### config.mk
export PLATFORM = sky130hd
export DESIGN_NAME = cyc_bus_arbiter
export DESIGN_NICKNAME = d
export VERILOG_FILES = /design/src/rtl/arb_pkg.sv /design/src/rtl/arb_phase_seq.sv /design/src/rtl/arb_winner.sv /design/src/rtl/arb_busclr.sv /design/src/rtl/cyc_bus_arbiter.sv
export SDC_FILE = /design/constraint.sdc
export NUM_CORES = 1
export LEC_CHECK = 0
export CAP_MARGIN = 20
export CORE_AREA = 3 3 40 42
export DETAILED_ROUTE_END_ITERATION = 10
export DIE_AREA = 0 0 43 45
export PLACE_DENSITY = 0.79
export SLEW_MARGIN = 20
export SYNTH_ARGS = -nofsm -noshare
export SYNTH_HDL_FRONTEND = slang
export SYNTH_SLANG_ARGS = --single-unit
### constraint.sdc
create_clock -name clk -period 2.6 [get_ports clk]
set_input_delay 0.26 -clock clk [delete_from_list [all_inputs] [get_ports clk]]
set_output_delay 0.26 -clock clk [all_outputs]
set_load 0.005 [all_outputs]
### src/rtl/arb_pkg.sv
// Shared types for the per-cycle bus arbiter.
// Assumes: sub-state and transfer codes are visible at the ports, so the
// encodings below are fixed.
package arb_pkg;

    typedef enum logic [1:0] {
        PH_S0 = 2'd0,
        PH_S2 = 2'd1,
        PH_S4 = 2'd2
    } phase_e;

    typedef enum logic [1:0] {
        XF_NONE  = 2'd0,
        XF_READ  = 2'd1,
        XF_WRITE = 2'd2
    } xfer_e;

endpackage

### src/rtl/arb_phase_seq.sv
// Bus-cycle sub-state sequencer: S0 -> S2 -> S4 -> S0, one clock each.
// Assumes: every bus cycle takes three clocks; the boundary flag marks the
// last clock of a cycle, where the arbiter makes its decision.
module arb_phase_seq
    import arb_pkg::*;
(
    input  logic   clk,
    input  logic   rst_n,
    output phase_e phase_o,
    output logic   boundary_o
);

    phase_e phase_q;

    // Advance the sub-state each clock; reset lands in S0.
    always_ff @(posedge clk) begin
        if (!rst_n) begin
            phase_q <= PH_S0;
        end else begin
            unique case (phase_q)
                PH_S0:   phase_q <= PH_S2;
                PH_S2:   phase_q <= PH_S4;
                default: phase_q <= PH_S0;
            endcase
        end
    end

    // The edge that ends S4 is the only arbitration point.
    always_comb boundary_o = (phase_q == PH_S4);

    assign phase_o = phase_q;

endmodule

### src/rtl/arb_winner.sv
// Combinational winner select over the eligible internal requests.
// Assumes: each master has a fixed ID; the larger ID wins, and on equal IDs
// the lower index wins (strict compare while scanning upward).
module arb_winner #(
    parameter int                            NUM_MASTERS = 4,
    parameter int                            ID_W        = 3,
    parameter logic [NUM_MASTERS*ID_W-1:0]   MASTER_IDS  = 12'hD6A
) (
    input  logic [NUM_MASTERS-1:0] req_i,
    output logic [NUM_MASTERS-1:0] win_o,
    output logic                   any_o
);

    // Scan masters in index order, keeping the best ID seen so far.
    always_comb begin
        logic [ID_W-1:0] best_id;
        logic            found;
        best_id = '0;
        found   = 1'b0;
        win_o   = '0;
        for (int i = 0; i < NUM_MASTERS; i++) begin
            if (req_i[i] && (!found || (MASTER_IDS[i*ID_W +: ID_W] > best_id))) begin
                found    = 1'b1;
                best_id  = MASTER_IDS[i*ID_W +: ID_W];
                win_o    = '0;
                win_o[i] = 1'b1;
            end
        end
        any_o = found;
    end

endmodule

### src/rtl/arb_busclr.sv
// Bus-clear output register.
// Assumes: the clear goes out only when the DMA ID is strictly above the
// threshold and the pin is enabled. It is held through the read cycle and
// S0 of the write cycle, and is low from S2 of the write cycle onward.
module arb_busclr
    import arb_pkg::*;
#(
    parameter int              ID_W   = 3,
    parameter logic [ID_W-1:0] DMA_ID = 3'd6
) (
    input  logic            clk,
    input  logic            rst_n,
    input  logic            pin_en_i,
    input  logic [ID_W-1:0] thr_i,
    input  logic            dma_want_i,
    input  xfer_e           xfer_i,
    input  phase_e          phase_i,
    output logic            bus_clr_o
);

    logic above_thr;
    logic wr_closing;
    logic clr_next;
    logic clr_q;

    // Decide what the clear output shows in the next clock.
    always_comb begin
        above_thr  = (DMA_ID > thr_i);
        wr_closing = (xfer_i == XF_WRITE) && (phase_i != PH_S4);
        clr_next   = pin_en_i && above_thr &&
                     ((xfer_i == XF_READ) || (!wr_closing && dma_want_i));
    end

    // Register the clear output; reset deasserts it.
    always_ff @(posedge clk) begin
        if (!rst_n) clr_q <= 1'b0;
        else        clr_q <= clr_next;
    end

    assign bus_clr_o = clr_q;

endmodule

### src/rtl/cyc_bus_arbiter.sv
// Per-cycle shared bus arbiter with DMA interrupt gate and external bus-clear.
// Assumes: arbitration happens once per three-clock bus cycle, at the edge
// ending S4. The external request outranks internal masters except on the
// locked write half of a DMA transfer. grant_o[NUM_MASTERS] is the external
// master.
module cyc_bus_arbiter
    import arb_pkg::*;
#(
    parameter int                          NUM_MASTERS = 4,
    parameter int                          ID_W        = 3,
    parameter int                          LVL_W       = 3,
    parameter logic [NUM_MASTERS*ID_W-1:0] MASTER_IDS  = 12'hD6A,
    parameter int                          DMA_IDX     = 3
) (
    input  logic                   clk,
    input  logic                   rst_n,
    input  logic [NUM_MASTERS-1:0] req_i,
    input  logic                   ext_req_i,
    input  logic [LVL_W-1:0]       irq_level_i,
    input  logic [LVL_W-1:0]       irq_mask_i,
    input  logic [ID_W-1:0]        clr_thr_i,
    input  logic                   clr_pin_en_i,
    output logic [NUM_MASTERS:0]   grant_o,
    output logic                   bus_clr_o,
    output logic [1:0]             phase_o,
    output logic [1:0]             xfer_o
);

    localparam logic [ID_W-1:0]      DMA_ID  = MASTER_IDS[DMA_IDX*ID_W +: ID_W];
    localparam logic [NUM_MASTERS:0] DMA_GNT = {{NUM_MASTERS{1'b0}}, 1'b1} << DMA_IDX;
    localparam logic [NUM_MASTERS:0] EXT_GNT = {1'b1, {NUM_MASTERS{1'b0}}};

    phase_e                   phase;
    logic                     boundary;
    logic                     dma_gate;
    logic [NUM_MASTERS-1:0]   req_elig;
    logic [NUM_MASTERS-1:0]   win;
    logic                     win_any;
    logic [NUM_MASTERS:0]     grant_q;
    xfer_e                    xfer_q;

    arb_phase_seq u_seq (
        .clk        (clk),
        .rst_n      (rst_n),
        .phase_o    (phase),
        .boundary_o (boundary)
    );

    // DMA may compete only while the pending level is within the mask.
    always_comb dma_gate = (irq_level_i <= irq_mask_i);

    // Per-master eligibility; only the DMA slot carries the interrupt gate.
    for (genvar g = 0; g < NUM_MASTERS; g++) begin : g_elig
        if (g == DMA_IDX) begin : g_dma
            assign req_elig[g] = req_i[g] && dma_gate;
        end else begin : g_plain
            assign req_elig[g] = req_i[g];
        end
    end

    arb_winner #(
        .NUM_MASTERS (NUM_MASTERS),
        .ID_W        (ID_W),
        .MASTER_IDS  (MASTER_IDS)
    ) u_win (
        .req_i (req_elig),
        .win_o (win),
        .any_o (win_any)
    );

    // Commit the owner and DMA transfer state at each cycle boundary.
    always_ff @(posedge clk) begin
        if (!rst_n) begin
            grant_q <= '0;
            xfer_q  <= XF_NONE;
        end else if (boundary) begin
            if (xfer_q == XF_READ) begin
                grant_q <= DMA_GNT;
                xfer_q  <= XF_WRITE;
            end else if (ext_req_i) begin
                grant_q <= EXT_GNT;
                xfer_q  <= XF_NONE;
            end else if (win_any) begin
                grant_q <= {1'b0, win};
                xfer_q  <= win[DMA_IDX] ? XF_READ : XF_NONE;
            end else begin
                grant_q <= '0;
                xfer_q  <= XF_NONE;
            end
        end
    end

    arb_busclr #(
        .ID_W   (ID_W),
        .DMA_ID (DMA_ID)
    ) u_clr (
        .clk        (clk),
        .rst_n      (rst_n),
        .pin_en_i   (clr_pin_en_i),
        .thr_i      (clr_thr_i),
        .dma_want_i (req_elig[DMA_IDX]),
        .xfer_i     (xfer_q),
        .phase_i    (phase),
        .bus_clr_o  (bus_clr_o)
    );

    assign grant_o = grant_q;
    assign phase_o = phase;
    assign xfer_o  = xfer_q;

endmodule

==> results of run 1 <==
==> state kept, by name, summed over array words and instances (netlist names) <==
| register | cells |
|---|---|
| grant_o | 5 |
| u_clr.bus_clr_o | 1 |
| u_seq.phase_o | 2 |
| xfer_o | 2 |
==> stage by stage <==
stage | util (%) | hold WS, ns
3_3_place_gp | 58.6 | 0.442
5_1_grt | 61.4 | 0.472
3_5_place_dp | 58.6 | 0.449
2_1_floorplan | - | 0.362
4_1_cts | 61.4 | 0.462
6_report | 61.4 | 0.459
==> cell type report <==
| cell class | count | area (µm²) |
|---|---|---|
| sequential | 10 | 200 |
| tap | 15 | 18.8 |
| clock buffer | 4 | 36.3 |
| multi-input combinational | 36 | 265 |
| fill | 132 | 495 |
| inverter | 5 | 18.8 |
| timing repair buffer | 25 | 250 |
==> cell families (layout without fill, tap and decap cells) <==
family,Yosys count,after routing,synth area share (%)
buffers and inverters,5,34,3.87
AND/OR/NAND/NOR,18,18,24.8
adder cells (fa/ha/maj),3,3,7.75
flip-flops,10,10,41.3
AO/OA/AOI/OAI,15,15,22.2
==> cells in the mapped netlist (2+ instances only) <==
| library cell | count |
|---|---|
| dfxtp_1 | 10 |
| nand2_1 | 6 |
| a21oi_1 | 4 |
| inv_1 | 4 |
| ha_1 | 3 |
| a22o_1 | 2 |
| nand3_1 | 2 |
| o21ai_0 | 2 |
==> worst min path at each step <==
stage,start,to,slack (ns),cells after the start
after floorplan,ext_req_i,grant_o[3],0.36,1
final,grant_o[4],grant_o[4],0.46,2
after global placement,grant_o[4],grant_o[4],0.44,2
after CTS,grant_o[4],grant_o[4],0.46,2
after detailed placement,grant_o[4],grant_o[4],0.45,2
after global routing,grant_o[4],grant_o[4],0.47,2
==> report_power, final <==
part	internal, mW	switching [mW]	leakage, nW
logic	0.0424	0.0250	0.210
clock network	0.0851	0.0559	0.0210
registers	0.159	0.00504	0.0813
total	0.286	0.0859	0.312
==> per-layer routing <==
layer  routed length (µm)  vias to the layer above
met5                    0                        -
met4                   36                        0
met1                  488                      215
met2                  535                       19
li1                     -                      244
met3                   83                        4
==> critical path, cell delays in order <==
cell and delay [ns]:
clkdlybuf4s50_1 0.45, inv_1 0.04, ha_1 0.28, and3b_1 0.18
o21ai_0 0.38, nand2_1 0.17, o41ai_1 0.27
==> results by group, run 1 <==
Setup path
  • Reg-to-reg critical path startpoint: xfer_o[1]
  • WP data arrival: between 2 and 2.5 ns
  • Critical Path End: grant_o[3]
  • Critical path origin: irq_mask_i[1]
  • Flop-to-flop setup slack: ~1.1 ns
  • R2r endpoint: grant_o[0]
  • Register-to-Register Path Depth: 4
  • Classification of the worst setup path: in2reg
  • Crit path capture type: register
  • CP Data Required Time: between 2 and 3 ns
  • Critical-path maximum fanout: 4
  • Critical path startpoint category: primary input

Clocking
  • Root buffer cell: clkbuf_4
  • Total CTS buffers: 3
  • Cts hold-fix bufs: 0
  • Clock sinks: 10
  • Setup Fix Bufs, Post-CTS: 0
  • Clock tree buffer depth: 2
  • CTS tree: built
  • CTS HTree Levels: 1
  • Cts repair resizes: 0
  • Clock-pin slew of the registers on the worst-case setup and hold paths: around 0.070 ns
  • Worst-Skew Late Latency: between 0.2 and 0.3 ns

Place
  • Placed cell count: 91
  • Routability-driven placement congestion ratio: ~0.8
  • Hpwl dp: 912 µm
  • PortBufs: 25
  • Placed cell areas: approximately 750 µm²
  • Placement Setup Slack: around 0.42 ns

Route
  • DRT Pass-1 Iters: 4
  • Vias per cell: ~5.1
  • Total wire length: 1140 µm
  • Residual DRC: 0
  • Starting DRT DRC Count: 6
  • Post-route ant nets: 0
  • Vias: a little under 500
  • Wire per inst: roughly 12 µm

Yosys
  • Mapped Avg Cell Area: 9.49 µm²
  • Most area-hungry cell type in the Yosys netlist: dfxtp_1
  • Synth area leaders: dfxtp_1 41%, ha_1 7.8%, nand2_1 4.7%, a21oi_1 4.1%, a22o_1 3.6%
  • Async S/R FF share, synth: 0%
  • Syn nets: 71
  • Number of enable flip-flop cells after synthesis: 0
  • Ys flop type: dfxtp_1
  • Synth unique cells: 26
  • Synthesized cell area: 484 µm²
  • Syn Inst Count: 51
  • Yosys reg bits: 10
  • Yosys top cell area share: 41.3%
  • Sequential area share after synthesis: ~41%
  • YS warnings: 0

STA
  • Min Clock Period, post-route: 1.86 ns
  • Slew HR: a little over two thirds
  • Worst-Margin Slew: 0.439 ns
  • Final worst path period share: between 70% and 80%
  • RSZ-0062 raised after global routing: no
  • Final setup fails: 0
  • Max-slew violations: 0
  • PnR worst setup slack: 0.737 ns
  • Hold Vio Cnt, Final: 0
  • Setup Skew: between 0.0015 and 0.002 ns
  • Setup TNS: 0 ns
  • Peak Freq: ~540 MHz

Cells and area
  • Area grow syn2layout: 63.0%
  • Antenna Cells: 0
  • Fin area: approximately 790 µm²
  • Commonest non-fill, non-tap cell in the layout: clkdlybuf4s50_1
  • Layout Cells excl Fill: 95
  • Fin nets: just over 100
  • Most frequent cells in the layout: 25 x clkdlybuf4s50_1, 10 x dfxtp_1, 6 x nand2_1, 4 x inv_1, 4 x a21oi_1
  • Share of cells above drive strength 1: about 13%

Hold path
  • HP Class: reg2reg

Floorplan
  • Initial core utilization: a little under two fifths
  • Boundary Pins: 27
  • Placeable core region: between 1000 and 1500 µm²
  • # rows: 13
  • Die H: roughly 45 µm
  • Die Area: 1940 µm²
  • Die Wd: ~43 µm

Global route
  • Largest net degree at the start of global routing: 8
  • Initial antenna violation count: 0
  • GR met1 Demand/Resource: around 14%
  • First-pass GRT wire length: about 1900 µm
  • Tot GR Track Use: between 10% and 20%
  • Gr busiest metal: met2
  • Met3 Use GR: around 4.8%
  • M2 GR Usage: a little under a quarter
  • Vias in the first global route: between 400 and 500
  • GRT overflow: 0

Job
  • Max cap viols: 0

Power
  • Leak pwr: ~0.31 nW
  • PwrDens: between 400 and 500 nW/µm²
  • Design Power: 0.372 mW
  • Peak VDD IR: roughly 0.00035 V

Outcome
  • Status: finished, final reports clean
No activity file was read; power rests on OpenSTA's default activity.
==> run 2, diff against run 1 <==
--- a/config.mk
+++ b/config.mk
@@ -6,9 +6,9 @@
 export NUM_CORES = 1
 export LEC_CHECK = 0
 export CAP_MARGIN = 20
-export CORE_AREA = 3 3 40 42
+export CORE_MARGIN = 3
+export CORE_UTILIZATION = 36
 export DETAILED_ROUTE_END_ITERATION = 10
-export DIE_AREA = 0 0 43 45
 export PLACE_DENSITY = 0.79
 export SLEW_MARGIN = 20
 export SYNTH_ARGS = -nofsm -noshare
==> constraint.sdc (replaced) <==
create_clock -name clk -period 1.9 [get_ports clk]
set_input_delay 0.19 -clock clk [delete_from_list [all_inputs] [get_ports clk]]
set_output_delay 0.19 -clock clk [all_outputs]
set_load 0.005 [all_outputs]
==> run 2 against run 1 <==
  * First-iteration DRC count increased by 17%
  * Critical path depth increased by 1
  * Global-route usage rose by 0.13 points
  * Combinational power grew 47%
  * Cell area is 1.7% higher
  * Sequential share of layout area shrank 0.43 points
  * Worst setup slack worse by 0.45 ns
  * Clock power rose by 41%
  * Non-clock buffer count is 2 higher
  * Via count shrank 0.41%
  * Wire length grew 2.5%
  * Critical path type unchanged
  * Largest cell class unchanged
  * Largest power group unchanged
==> results by group, run 2 (synthesized netlist as in run 1, its figures left out) <==
Route
  • Vias: 480 (was 482)
  • Wire per inst: 12.2 µm (was 12.0 µm)
  • Vias per cell: 5.00 (was 5.07)
  • DRT Pass-1 Iters: 4 (unchanged)
  • Starting DRT DRC Count: 7 (was 6)
  • Residual DRC: 0 (unchanged)
  • Post-route ant nets: 0 (unchanged)
  • Total wire length: 1170 µm (was 1140 µm)

Clocking
  • Clock tree buffer depth: 2 (unchanged)
  • CTS tree: built (unchanged)
  • Cts repair resizes: 0 (unchanged)
  • CTS HTree Levels: 1 (unchanged)
  • Clock sinks: 10 (unchanged)
  • Root buffer cell: clkbuf_4 (unchanged)
  • Cts hold-fix bufs: 0 (unchanged)
  • Clock-pin slew of the registers on the worst-case setup and hold paths: 0.07 ns (about the same)
  • Setup Fix Bufs, Post-CTS: 0 (unchanged)
  • Worst-Skew Late Latency: 0.27 ns (about the same)
  • Total CTS buffers: 3 (unchanged)

Place
  • Placed cell areas: 767 µm² (was 753 µm²)
  • Routability-driven placement congestion ratio: 0.816 (was 0.797)
  • Hpwl dp: 931 µm (was 912 µm)
  • Placement Setup Slack: -0.0358 ns (was 0.421 ns)
  • PortBufs: 25 (unchanged)

Setup path
  • CP bufs+invs: 3 (was 2)
  • R2r endpoint: grant_o[0] (unchanged)
  • Register-to-Register Path Depth: 4 (unchanged)
  • WP data arrival: 1.79 ns (was 2.03 ns)
  • Reg-to-reg critical path startpoint: xfer_o[1] (unchanged)
  • Cells along the critical path: clkdlybuf4s50_1 -> inv_1 -> ha_1 -> and3b_1 -> o21ai_0 -> buf_4 -> nand2_1 -> o41ai_1 (was clkdlybuf4s50_1 -> inv_1 -> ha_1 -> and3b_1 -> o21ai_0 -> nand2_1 -> o41ai_1)
  • Classification of the worst setup path: in2reg (unchanged)
  • CP peak stage delay: 0.46 ns (was 0.45 ns)
  • CP max stage cell: clkdlybuf4s50_1 (unchanged)
  • Top delay family on crit path: buffers and inverters (was compound AO/OA/AOI/OAI gates)
  • Flop-to-flop setup slack: 0.37 ns (was 1.13 ns)
  • Critical-path maximum fanout: 4 (unchanged)
  • Crit path capture type: register (unchanged)
  • CP Data Required Time: 2.08 ns (was 2.76 ns)
  • Critical path startpoint category: primary input (unchanged)

Floorplan
  • Die Wd: 42.7 µm (was 43 µm)
  • Boundary Pins: 27 (unchanged)
  • Initial core utilization: 40.8% (was 37.7%)
  • # rows: 12 (was 13)
  • Placeable core region: 1190 µm² (was 1280 µm²)
  • Die H: 42.7 µm (was 45 µm)
  • Die Area: 1820 µm² (was 1940 µm²)

Global route
  • Vias in the first global route: 459 (was 472)
  • First-pass GRT wire length: 1920 µm (was 1930 µm)
  • Largest net degree at the start of global routing: 7 (was 8)
  • GRT overflow: 0 (unchanged)
  • Initial antenna violation count: 0 (unchanged)
  • Tot GR Track Use: 14.1% (was 13.9%)

Cells and area
  • Share of cells above drive strength 1: 14.6% (was 12.5%)
  • Fin area: 803 µm² (was 790 µm²)
  • Number of flip-flops in the largest register: 5 (unchanged)
  • Area grow syn2layout: 65.9% (was 63.0%)
  • Commonest non-fill, non-tap cell in the layout: clkdlybuf4s50_1 (unchanged)
  • Antenna Cells: 0 (unchanged)
  • Most frequent cells in the layout: 25 x clkdlybuf4s50_1, 10 x dfxtp_1, 6 x nand2_1, 4 x inv_1, 4 x a21oi_1 (unchanged)
  • Fin nets: 103 (was 101)

STA
  • Slew HR: 74.7% (was 70.4%)
  • Min Clock Period, post-route: approximately 1.6 ns
  • Worst-Margin Slew: 0.379 ns (was 0.439 ns)
  • Final worst path period share: around 85%
  • Final setup fails: 0 (unchanged)
  • PnR worst setup slack: 0.284 ns (was 0.737 ns)
  • Peak Freq: roughly 620 MHz
  • Max-slew violations: 0 (unchanged)
  • RSZ-0062 raised after global routing: no (unchanged)
  • Setup Skew: 0.00203 ns (was 0.00198 ns)
  • Hold Vio Cnt, Final: 0 (unchanged)

Power
  • Leak pwr: 0.322 nW (was 0.312 nW)
  • Design Power: 0.523 mW (was 0.372 mW)
  • Peak VDD IR: 0.000439 V (was 0.000351 V)
  • PwrDens: 651 nW/µm² (was 472 nW/µm²)

Hold path
  • Hold depth: 2 (unchanged)
  • Worst hold endpoint: grant_o[4] (unchanged)
  • HP Class: reg2reg (unchanged)
  • Hold Crit Start: grant_o[4] (unchanged)

Job
  • Max cap viols: 0 (unchanged)

Outcome
  • Status: finished, final reports clean (unchanged)
## run 2: cell types whose count changed in the layout (fill, tap and decap cells not counted), sizes merged
cell,delta
buf,+2
## run 2: layout make-up
cell class	count	area [µm²]
Multi-Input combinational cell	36	265
Sequential cell	10	200
Tap cell	14	17.5
Fill cell	102	383
Clock buffer	4	36.3
Timing Repair Buffer	27	265
Inverter	5	18.8
## run 2: how the worst max path moves through the flow
stage | startpoint | end | slack [ns] | depth (start not counted)
finish | irq_mask_i[2] | grant_o[3] | 0.28 | 8
global route | irq_mask_i[2] | grant_o[3] | 0.18 | 8
CTS | irq_mask_i[2] | grant_o[3] | 0.28 | 8
detailed placement | irq_mask_i[2] | grant_o[3] | -0.04 | 8
global placement | irq_mask_i[1] | grant_o[3] | 0.03 | 8
floorplan | irq_mask_i[2] | grant_o[2] | 0.45 | 6
## run 2: layer usage
metal,share of wire (%),vias up,track usage (%)
met5,0,-,0
met4,1.8,0,5.59
met3,8.1,4,6.36
met2,48,17,24.0
met1,42,208,14.8
li1,-,251,-
## run 2: report_power, final
part,total [mW],internal (mW),switching [mW],leakage [nW]
clock network,0.199,0.117,0.0828,0.0210
registers,0.224,0.217,0.00679,0.0813
logic,0.0991,0.0632,0.0359,0.220
total,0.523,0.397,0.125,0.322
## run 2: through the flow
stage	cells	TNS, ns	hold slack (ns)	utilization [%]
floorplan	51	0	0.292	-
detailed placement	92	-0.0358	0.455	64.7
CTS	96	0	0.462	67.7
finish	96	0	0.452	67.7
global placement	92	0	0.441	64.7
global route	96	0	0.480	67.7
## run 2: tightest hold or removal path, stage by stage, from the launching register on
cell	delay, ns
dfxtp_1	0.31
nand2_1	0.05
a21oi_1	0.05
==> run 3, diff against run 2 <==
--- a/config.mk
+++ b/config.mk
@@ -6,10 +6,11 @@
 export NUM_CORES = 1
 export LEC_CHECK = 0
 export CAP_MARGIN = 20
-export CORE_MARGIN = 3
-export CORE_UTILIZATION = 36
+export CORE_AREA = 2 2 39 41
 export DETAILED_ROUTE_END_ITERATION = 10
-export PLACE_DENSITY = 0.79
+export DIE_AREA = 0 0 41 43
+export DONT_BUFFER_PORTS = 1
+export PLACE_DENSITY = 0.53
 export SLEW_MARGIN = 20
 export SYNTH_ARGS = -nofsm -noshare
 export SYNTH_HDL_FRONTEND = slang
==> run 3 against run 2 <==
  * Sequential share of layout area rose by 12 points
  * Sequential power about the same
  * Global-route usage down 0.87 points
  * Largest power group unchanged
==> results by group, run 3 (synthesized netlist as in run 1, its figures left out) <==
Clocking
  • Clock sinks: 10 (unchanged)
  • Clock-pin slew of the registers on the worst-case setup and hold paths: 0.07 ns (about the same)
  • Cts hold-fix bufs: 0 (unchanged)
  • Setup Fix Bufs, Post-CTS: 0 (unchanged)
  • Root buffer cell: clkbuf_4 (unchanged)
  • Clock tree buffer depth: 2 (unchanged)
  • CTS HTree Levels: 1 (unchanged)
  • CTS tree: built (unchanged)
  • Cts repair resizes: 0 (unchanged)
  • Worst-Skew Late Latency: 0.26 ns (was 0.27 ns)
  • Total CTS buffers: 3 (unchanged)

Cells and area
  • Most frequent cells in the layout: 10 x dfxtp_1, 6 x nand2_1, 4 x inv_1, 4 x a21oi_1 (was 25 x clkdlybuf4s50_1, 10 x dfxtp_1, 6 x nand2_1, 4 x inv_1, 4 x a21oi_1)
  • Layout Cells excl Fill: 72 (was 96)
  • Fill cells: 143 (was 102)
  • Number of flip-flops in the largest register: 5 (unchanged)
  • Area grow syn2layout: 13.2% (was 65.9%)
  • Antenna Cells: 0 (unchanged)
  • Register Area: 200 µm² (unchanged)
  • Share of cells above drive strength 1: 19.6% (was 14.6%)
  • Fin nets: 77 (was 103)
  • Commonest non-fill, non-tap cell in the layout: dfxtp_1 (was clkdlybuf4s50_1)
  • Multi-input combinational cell area: 265 µm² (unchanged)

Setup path
  • Critical path origin: xfer_o[1] (was irq_mask_i[2])
  • Critical path startpoint category: register (was primary input)
  • CP Data Required Time: 2.11 ns (was 2.08 ns)
  • Critical Path End: grant_o[0] (was grant_o[3])
  • Critical-path maximum fanout: 5 (was 4)
  • R2r endpoint: grant_o[0] (unchanged)
  • WP data arrival: 1.68 ns (was 1.79 ns)
  • Crit path capture type: register (unchanged)
  • Register-to-Register Path Depth: 4 (unchanged)
  • Classification of the worst setup path: reg2reg (was in2reg)
  • Flop-to-flop setup slack: 0.43 ns (was 0.37 ns)
  • Reg-to-reg critical path startpoint: xfer_o[1] (unchanged)

STA
  • Final worst path period share: 77.1% (was 85.1%)
  • Hold Vio Cnt, Final: 0 (unchanged)
  • Worst-Margin Slew: 0.410 ns (was 0.379 ns)
  • Max-slew violations: 0 (unchanged)
  • Peak Freq: 682 MHz (was 619 MHz)
  • Setup Skew: 0.00142 ns (was 0.00203 ns)
  • Worst hold slack: 0.0313 ns (was 0.452 ns)
  • Final setup fails: 0 (unchanged)
  • Slew HR: 72.6% (was 74.7%)
  • Setup TNS: 0 ns (unchanged)
  • Min Clock Period, post-route: 1.47 ns (was 1.62 ns)
  • RSZ-0062 raised after global routing: no (unchanged)

Job
  • Max cap viols: 0 (unchanged)

Place
  • Routability-driven placement congestion ratio: 0.719 (was 0.816)
  • PortBufs: 0 (was 25)
  • Placed cell count: 68 (was 92)

Global route
  • Largest net degree at the start of global routing: 8 (was 7)
  • First-pass GRT wire length: 1480 µm (was 1920 µm)
  • Initial antenna violation count: 0 (unchanged)
  • Tot GR Track Use: 13.2% (was 14.1%)
  • GRT overflow: 0 (unchanged)
  • Vias in the first global route: 375 (was 459)

Power
  • Peak VDD IR: 0.000380 V (was 0.000439 V)
  • PwrDens: 842 nW/µm² (was 651 nW/µm²)
  • Design Power: 0.461 mW (was 0.523 mW)
  • Leak pwr: 0.224 nW (was 0.322 nW)

Route
  • Post-route ant nets: 0 (unchanged)
  • DRT Pass-1 Iters: 2 (was 4)
  • Total wire length: 912 µm (was 1170 µm)
  • Wire per inst: 12.7 µm (was 12.2 µm)
  • Residual DRC: 0 (unchanged)
  • Vias per cell: 5.21 (was 5.00)
  • Vias: 375 (was 480)
  • Starting DRT DRC Count: 2 (was 7)

Floorplan
  • Die Area: 1760 µm² (was 1820 µm²)
  • Placeable core region: 1380 µm² (was 1190 µm²)
  • Boundary Pins: 27 (unchanged)
  • Die H: 43 µm (was 42.7 µm)
  • # rows: 14 (was 12)
  • Die Wd: 41 µm (was 42.7 µm)
  • Initial core utilization: 35.0% (was 40.8%)

Hold path
  • Hold depth: 1 (was 2)
  • HP Class: in2reg (was reg2reg)

Outcome
  • Status: finished, final reports clean (unchanged)
==> run 3: worst min-delay path by stage <==
stage	startpoint	endpoint	slack, ns
2_1_floorplan	ext_req_i	grant_o[3]	0.29
4_1_cts	ext_req_i	grant_o[3]	0.03
6_report	ext_req_i	grant_o[3]	0.03
3_5_place_dp	ext_req_i	grant_o[3]	0.31
5_1_grt	ext_req_i	grant_o[3]	0.03
3_3_place_gp	ext_req_i	grant_o[3]	0.31
==> run 3: through the flow <==
| stage | setup slack (ns) | utilization (%) | area [µm²] |
|---|---|---|---|
| floorplan | 0.447 | - | 484 |
| global placement | 0.426 | 37.0 | 512 |
| detailed placement | 0.435 | 37.0 | 512 |
| CTS | 0.420 | 39.6 | 548 |
| global route | 0.378 | 39.6 | 548 |
| finish | 0.434 | 39.6 | 548 |
==> run 3: worst max-delay path: stages (launching register included) <==
cell and delay [ns]:
dfxtp_1 0.39, and2b_4 0.22, or4_4 0.44, nor4b_2 0.22, a22o_1 0.15
==> run 3: final cells by class <==
cell class / instances / share of cell area [%]
well taps: 16 / 3.65
multi-input cells: 36 / 48.4
clock buffers: 4 / 6.62
repair buffers: 1 / 1.37
flip-flops and latches: 10 / 36.5
inverters: 5 / 3.42
==> run 3: per-layer routing <==
layer / wire length (µm) / global-route usage, % / share of wire (%) / vias to the layer above
met2: 414 / 18.8 / 45 / 17
met1: 391 / 13.0 / 43 / 158
met5: 0 / 0 / 0 / -
met3: 86 / 6.81 / 9.4 / 2
met4: 19 / 12.0 / 2.1 / 0
li1: - / - / - / 198
==> run 3: report_power, final <==
| part | internal, mW | switching [mW] | total, mW | leakage, nW |
|---|---|---|---|---|
| Sequential | 0.217 | 0.00826 | 0.226 | 0.0813 |
| Combinational | 0.0232 | 0.0240 | 0.0472 | 0.122 |
| Clock | 0.116 | 0.0722 | 0.188 | 0.0210 |
| Total | 0.357 | 0.104 | 0.461 | 0.224 |
